===== src/rtl/emb_sync_pkg.sv =====
package emb_sync_pkg;
  localparam int N_CODES = 4;

  // Marker progress, advanced once per accepted byte
  typedef enum logic [1:0] {
    PRE_NONE,
    PRE_ONES,
    PRE_ONES_Z,
    PRE_CODE
  } pre_st_e;

  // Frame/line sequencer
  typedef enum logic [1:0] {
    SEQ_IDLE,
    SEQ_FRAME,
    SEQ_LINE
  } seq_st_e;

  // Index order is also match priority when two codes are equal
  typedef enum logic [1:0] {
    CODE_FS = 2'd0,
    CODE_LS = 2'd1,
    CODE_LE = 2'd2,
    CODE_FE = 2'd3
  } code_e;
endpackage


===== src/rtl/esd_preamble.sv =====
module esd_preamble
  import emb_sync_pkg::*;
#(
  parameter int W = 8
) (
  input  logic         clk,
  input  logic         rst_n,
  input  logic         clr,
  input  logic         beat,
  input  logic [W-1:0] data,
  output logic         is_ctrl,
  output logic         code_beat
);
  localparam logic [W-1:0] ONES = {W{1'b1}};
  localparam logic [W-1:0] ZERO = '0;

  pre_st_e st_q, st_d;

  always_comb begin
    if (st_q == PRE_CODE)                           st_d = PRE_NONE;
    else if (data == ONES)                          st_d = PRE_ONES;
    else if (data == ZERO && st_q == PRE_ONES)      st_d = PRE_ONES_Z;
    else if (data == ZERO && st_q == PRE_ONES_Z)    st_d = PRE_CODE;
    else                                            st_d = PRE_NONE;
  end

  always_ff @(posedge clk) begin
    if (!rst_n || clr)  st_q <= PRE_NONE;
    else if (beat)      st_q <= st_d;
  end

  assign code_beat = (st_q == PRE_CODE);
  assign is_ctrl   = code_beat || (data == ONES) ||
                     (data == ZERO && (st_q == PRE_ONES || st_q == PRE_ONES_Z));
endmodule


===== src/rtl/esd_code_match.sv =====
module esd_code_match
  import emb_sync_pkg::*;
#(
  parameter int W = 8,
  parameter int N = N_CODES
) (
  input  logic [W-1:0]         data,
  input  logic [N*W-1:0]       codes,
  output logic                 hit,
  output logic [$clog2(N)-1:0] idx
);
  localparam int IW = $clog2(N);

  logic [N-1:0] eq;

  for (genvar g = 0; g < N; g++) begin : g_cmp
    assign eq[g] = (data == codes[g*W +: W]);
  end

  // Lowest index wins
  always_comb begin
    hit = 1'b0;
    idx = '0;
    for (int i = N - 1; i >= 0; i--) begin
      if (eq[i]) begin
        hit = 1'b1;
        idx = IW'(i);
      end
    end
  end
endmodule


===== src/rtl/esd_seq.sv =====
module esd_seq
  import emb_sync_pkg::*;
(
  input  logic       clk,
  input  logic       rst_n,
  input  logic       clr,
  input  logic       code_fire,
  input  logic       hit,
  input  logic [1:0] idx,
  output logic       fv,
  output logic       lv,
  output logic       err
);
  seq_st_e st_q, st_d;
  logic    err_d;
  code_e   kind;

  assign kind = code_e'(idx);

  always_comb begin
    st_d  = st_q;
    err_d = 1'b0;
    if (code_fire) begin
      if (!hit) begin
        st_d  = SEQ_IDLE;
        err_d = 1'b1;
      end else begin
        unique case (st_q)
          SEQ_IDLE: if (kind == CODE_FS) st_d = SEQ_FRAME;
          SEQ_FRAME: begin
            if (kind == CODE_LS)      st_d = SEQ_LINE;
            else if (kind == CODE_FE) st_d = SEQ_IDLE;
            else begin
              st_d  = SEQ_IDLE;
              err_d = 1'b1;
            end
          end
          SEQ_LINE: begin
            if (kind == CODE_LE) st_d = SEQ_FRAME;
            else begin
              st_d  = SEQ_IDLE;
              err_d = 1'b1;
            end
          end
          default: st_d = SEQ_IDLE;
        endcase
      end
    end
  end

  always_ff @(posedge clk) begin
    if (!rst_n || clr) begin
      st_q <= SEQ_IDLE;
      err  <= 1'b0;
    end else begin
      st_q <= st_d;
      err  <= err_d;
    end
  end

  assign fv = (st_q != SEQ_IDLE);
  assign lv = (st_q == SEQ_LINE);
endmodule


===== src/rtl/emb_sync_decoder.sv =====
module emb_sync_decoder
  import emb_sync_pkg::*;
#(
  parameter int W = 8
) (
  input  logic         clk,
  input  logic         rst_n,
  input  logic         enable,
  input  logic         embedded_mode,
  input  logic [W-1:0] code_frame_start,
  input  logic [W-1:0] code_line_start,
  input  logic [W-1:0] code_line_end,
  input  logic [W-1:0] code_frame_end,
  input  logic         hw_frame,
  input  logic         hw_line,
  input  logic         s_valid,
  output logic         s_ready,
  input  logic [W-1:0] s_data,
  output logic         m_valid,
  input  logic         m_ready,
  output logic [W-1:0] m_data,
  output logic         frame_valid,
  output logic         line_valid,
  output logic         sync_err
);
  localparam int IW = $clog2(N_CODES);

  logic          inband, clr, beat;
  logic          is_ctrl, code_beat;
  logic          hit;
  logic [IW-1:0] idx;
  logic          fv_q, lv_q, err_q;
  logic [N_CODES*W-1:0] code_vec;

  assign inband   = enable && embedded_mode;
  assign clr      = !inband;
  assign s_ready  = !enable || m_ready;
  assign beat     = inband && s_valid && s_ready;
  assign code_vec = {code_frame_end, code_line_end, code_line_start, code_frame_start};

  esd_preamble #(.W(W)) u_pre (
    .clk      (clk),
    .rst_n    (rst_n),
    .clr      (clr),
    .beat     (beat),
    .data     (s_data),
    .is_ctrl  (is_ctrl),
    .code_beat(code_beat)
  );

  esd_code_match #(.W(W), .N(N_CODES)) u_match (
    .data (s_data),
    .codes(code_vec),
    .hit  (hit),
    .idx  (idx)
  );

  esd_seq u_seq (
    .clk      (clk),
    .rst_n    (rst_n),
    .clr      (clr),
    .code_fire(beat && code_beat),
    .hit      (hit),
    .idx      (idx),
    .fv       (fv_q),
    .lv       (lv_q),
    .err      (err_q)
  );

  always_comb begin
    if (embedded_mode) begin
      frame_valid = fv_q;
      line_valid  = lv_q;
      sync_err    = err_q && enable;
      m_valid     = enable && s_valid && fv_q && lv_q && !is_ctrl;
    end else begin
      frame_valid = enable && hw_frame;
      line_valid  = enable && hw_line;
      sync_err    = 1'b0;
      m_valid     = enable && s_valid && hw_frame && hw_line;
    end
  end

  assign m_data = s_data;
endmodule


===== config.mk =====
export PLATFORM = sky130hd
export DESIGN_NAME = emb_sync_decoder
export DESIGN_NICKNAME = d
export VERILOG_FILES = /design/src/rtl/emb_sync_pkg.sv /design/src/rtl/esd_preamble.sv /design/src/rtl/esd_code_match.sv /design/src/rtl/esd_seq.sv /design/src/rtl/emb_sync_decoder.sv
export SDC_FILE = /design/constraint.sdc
export NUM_CORES = 1
export LEC_CHECK = 0
export BUFFER_PORTS_ARGS = -buffer_cell sky130_fd_sc_hd__buf_2
export CORE_MARGIN = 8
export CORE_UTILIZATION = 39
export DETAILED_ROUTE_END_ITERATION = 8
export PLACE_DENSITY = 0.79
export SLEW_MARGIN = 40
export SYNTH_ARGS = -nofsm -noshare
export SYNTH_HDL_FRONTEND = slang
export SYNTH_SLANG_ARGS = --single-unit

===== constraint.sdc =====
create_clock -name clk -period 1.56 [get_ports clk]
set_input_delay 0.156 -clock clk [delete_from_list [all_inputs] [get_ports clk]]
set_output_delay 0.156 -clock clk [all_outputs]
set_load 0.005 [all_outputs]

# Word-level counts from Yosys, hierarchy flattened
# Cells that the tools add are included.
# Widths: inputs -> output; s select.
[classes]
muxes = 26
n_reduce_logical = 31
n_eq_ne = 14
bitwise_logic = 1
[op_table]
columns = ["operator", "count"]
rows = [
  ["$eq 8x8->1", 4],
  ["$mux 2", 11],
  ["$logic_and 1x1->1", 16],
  ["$mux 1", 13],
  ["$eq 2x2->1 const B", 5],
  ["$eq 8x8->1 const B", 1],
  ["$logic_not 8->1", 1],
  ["$eq 2x1->1 const B", 3],
  ["$pmux 2 s3", 1],
  ["$logic_or 1x1->1", 5],
  ["$logic_not 1->1", 4],
  ["$logic_not 2->1", 2],
  ["$ne 3x3->1 const B", 1],
  ["$pmux 1 s2", 1],
  ["$reduce_and 2->1", 1],
  ["$reduce_bool 2->1", 1],
  ["$reduce_or 2->1", 1],
  ["$not 1->1", 1],
]
[totals]
inputBits = 48
elab_cells = 75
out_inout_bits = 13
register_bits = 5

# Logic depth before layout (Yosys ltp)
[depth]
depth_word = 10
mapped_depth = 7
ltp_nobuf = 7

# Hierarchy
# From an unflattened synthesis, not the netlist that was laid out.
[hier_totals]
cells_unflattened = 126
area_unflattened_um2 = 1033.5
[by_module_without_submodules]
columns = ["mod", "n_inst", "area_per_inst_um2", "cells_per_inst", "seq_area_each_um2"]
rows = [
  ["esd_code_match", 1, 417.9, 48, 0.0],
  ["esd_seq", 1, 251.5, 29, 60.1],
  ["esd_preamble", 1, 222.7, 26, 40.0],
  ["emb_sync_decoder", 1, 141.4, 23, 0.0],
]

# Worst setup path after synthesis
# OpenSTA, ideal clock, no wires.
[synth_path]
kind = "input -> register"
start = "input port s_data[4]"
end = "register u_seq.st_q[0]"
required_time_ps = 1443
slack_ps = 52
arrival_ps = 1391
setup_ps = 117
stages = 7
cell_sequence = "buf_4 -> xor2_1 -> nor4_4 -> nand2_2 -> o311a_4 -> or2_0 -> a22o_1"
[synth_via]
elab_chain_len = 9
elab_cells_between_ends = 19
[synth_rtl]
columns = ["item", "line_no", "rtl"]
rows = [
  ["from (decl)", "emb_sync_decoder.sv:18", "input logic [W-1:0] s_data,"],
  ["$eq 8x8->1", "esd_code_match.sv:17", "assign eq[g] = (data == codes[g*W +: W]);"],
  ["$mux 2 (4 in series)", "esd_code_match.sv:25", "if (eq[i]) begin"],
  ["$eq 2x2->1", "esd_seq.sv:39", "if (kind == CODE_LE) st_d = SEQ_FRAME;"],
  ["$mux 1", "esd_seq.sv:39", ""],
  ["$pmux 2 s3", "esd_seq.sv:28", "unique case (st_q)"],
  ["$mux 2", "esd_seq.sv:24", "if (!hit) begin"],
  ["to (signal assigned)", "esd_seq.sv:56", "st_q <= st_d;"],
  ["to (decl)", "esd_seq.sv:14", "seq_st_e st_q, st_d;"],
]
# Parallel ways exist; a longest one is shown, timed or not.
# A chain may end at the register's enable or synchronous reset.

# Final worst setup path
[layout_path]
start = "register u_seq.st_q[1]"
end = "output port m_valid"
[layout_via]
elab_chain_len = 5
elab_cells_between_ends = 6
[layout_rtl]
columns = ["item", "line_no", "rtl"]
rows = [
  ["$reduce_bool 2->1", "esd_seq.sv:61", "assign fv = (st_q != SEQ_IDLE);"],
  ["$logic_and 1x1->1", "emb_sync_decoder.sv:75", "m_valid = enable && s_valid && fv_q && lv_q && !is_ctrl;"],
  ["$logic_and 1x1->1 (*) (2 in series)", "emb_sync_decoder.sv:75", ""],
  ["$mux 1 (*)", "emb_sync_decoder.sv:71", "if (embedded_mode) begin"],
  ["to (decl)", "emb_sync_decoder.sv:19", "output logic m_valid,"],
]
# Every way passes the cells marked *; elsewhere a longest branch is shown, timed or not.

==> run metrics <==
outcome=complete, no violations; # H-tree levels=1; pre-CTS WS=-0.152 ns; # setup viols final=0; Synth Flop Type=dfxtp_1; Seq pwr share=0.242; CTS Hold Buffers Added=0; # Max-Cap Violations=0; async set or reset register ratio after synthesis=0; Critical Path Sink Type=output pin; CP Class=flop to output pin; CP max stage cell=dfxtp_4; Finished Core Util=0.579; first-pass GRT wire length=4.87 mm; Yosys top cell area share=0.137; Sink Count=5; vias in the first global route=1174; Pleak=0.627 nW; Worst-Skew Late Latency=0.25 ns; Yosys top cell by area=xnor2_1; Avg WL per Cell=14.0 um; Starting Density=0.413; TritonCTS buffer count=3; DRC errors left=0; dpl cells=209; fin crit share=0.999; Max-slew headroom=0.775; Yosys warning count=0; port bufs=60; Worst-path clk slew=0.05 ns; Worst Path Required=1.40 ns; crit path from=u_seq.st_q[1]$_SDFFE_PP0P_; die footprint=4520 um2; maximum fanout along the worst path=4; Syn Area/Cell=7.86 um2; global route total overflow=0; Detail Route Antenna Nets=0; initial antenna violation count=0; Critical Path AT=1.40 ns; logic gate share of total power=0.455; Clk pwr share=0.303; worst setup margin=0.00163 ns; hold depth=3; Startpoint Class=flop; CTS Root Cell=clkbuf_4; Worst Skew=0.00432 ns; Placer Congestion=0.866; Post-layout nets=241; switching part of the total=0.333; Top-Level Pins=61; Synth top cells by count=16 x xnor2_1, 16 x xor2_1, 14 x buf_4; fin cells=215; f_max=642 MHz; r2r setup slk=0.21 ns; area grow syn2layout=40.3%; crit path time final=1.56 ns; gr usage total=0.134; slowest cell delay on critical path=0.38 ns; Sw Pwr=0.169 mW; CORE AREA=2480 um2; sequential fraction of the synthesis area=0.0979; Pint=0.340 mW; Clock Path Buffers=2; worst hold start=rst_n; drt first pass iters=4; cells on worst reg2reg path=6; vias per inst=5.16; fin. max-slew vios=0; Vert. Die Dim=67.2 um; HP Class=primary input to flop; ant diodes=0; Distinct cells, synth=37; Via Count=1110; maximum VDD drop=0.257 mV; syn_nets=185; Synth area leaders=xnor2_1 14%, xor2_1 14%, buf_4 10%; number of flops mapped to enable cells by yosys=0; PwrDens=355 nW/um2; Slew @ Worst Pin=0.336 ns; DR iter-0 viols=46; # rows=18; layout cell share with drive strength beyond 1=0.492; Synth Cell Area=1020 um2; TritonCTS clock tree=built; RSZ-0062 raised after global routing=yes; critical-path cell list=inv_4 > ha_4 > nand4b_1 > o22ai_1 > and3_1 > buf_2; die width=67.2 um; Final Hold Fails=0; Reg2Reg Launch Point=u_seq.st_q[1]$_SDFFE_PP0P_; DRT Wirelength=3.02 mm; largest net degree at the start of global routing=10; synthesized instance count=130; hpwl dp=2.38 mm; Synth Register Bits=5
-- sequential cells by signal, summed over array words and instances (netlist names) --
name and count:
u_seq.err 1, u_seq.st_q 2, u_pre.st_q 2
-- metal layers --
layer / global-route usage / vias up / part of all wire
li1: - / 552 / -
met1: 0.162 / 495 / 0.43
met2: 0.221 / 61 / 0.46
met3: 0.0414 / 2 / 0.11
met4: 0.0392 / 0 / 0.0046
met5: 0 / - / 0
-- power by group through the flow --
stage / Combinational [mW] / Clock (mW) / Sequential [mW]
4_1_cts: 0.229 / 0.163 / 0.123
3_3_place_gp: 0.215 / 0 / 0.131
5_1_grt: 0.250 / 0.171 / 0.123
3_5_place_dp: 0.219 / 0 / 0.131
2_1_floorplan: 0.145 / 0 / 0.131
6_report: 0.232 / 0.154 / 0.123
-- repair_timing --
action / CTS / global route
endpoints found under the setup margin: 1 / 2
pin swaps: 9 / 0
gates cloned: 0 / 0
resized for setup: 31 / 1
setup buffers: 2 / 0
-- cell type report --
class,instances,area [um2]
Inverter,6,25.0
Clock buffer,4,26.3
Tap cell,30,37.5
Multi-Input combinational cell,102,851
Timing Repair Buffer,68,382
Sequential cell,5,113
Fill cell,245,1040
-- through the flow --
step / setup TNS, ns / hold WS, ns / power, mW / cell area, um2
2_1_floorplan: 0 / 0.298 / 0.276 / 1020
3_3_place_gp: -0.199 / 0.427 / 0.346 / 1270
3_5_place_dp: -0.341 / 0.432 / 0.350 / 1270
4_1_cts: 0 / 0.165 / 0.514 / 1430
5_1_grt: -0.0496 / 0.182 / 0.544 / 1430
6_report: 0 / 0.182 / 0.509 / 1430
-- critical path, delay by kind of cell (launching register included) --
family,cells,cell delay (ns)
fa+ha+maj,1,0.15
flops,1,0.38
compound gates,1,0.16
buf+inv,2,0.16
simple gates,2,0.32
-- cell usage in the layout, fill, tap and decap left out, types with 4 or more instances in the layout --
cell type  Yosys  layout
buf_2          0      56
xnor2_1       16      16
xor2_1        16      16
buf_4         14       9
nand2_1        8       8
nand4_1        8       8
nor2_1         8       7
a21oi_1        5       5
ha_4           0       4
-- kinds of logic after synthesis --
group | count (synthesis) | synth area share
multiplexers | 1 | 0.00979
flip-flops | 5 | 0.0979
XOR/XNOR | 32 | 0.274
buffers and inverters | 23 | 0.151
adder cells (fa/ha/maj) | 7 | 0.0857
AO/OA/AOI/OAI | 17 | 0.125
AND/OR/NAND/NOR | 45 | 0.257
-- worst paths after layout --
path	to
setup / recovery	m_valid
hold / removal	u_seq.err$_SDFF_PP0_
setup reg to reg	u_seq.st_q[0]$_SDFFE_PP0P_
hold reg to reg	u_pre.st_q[1]$_SDFFE_PP0P_
Note: power is estimated with default switching activity, not from simulation.
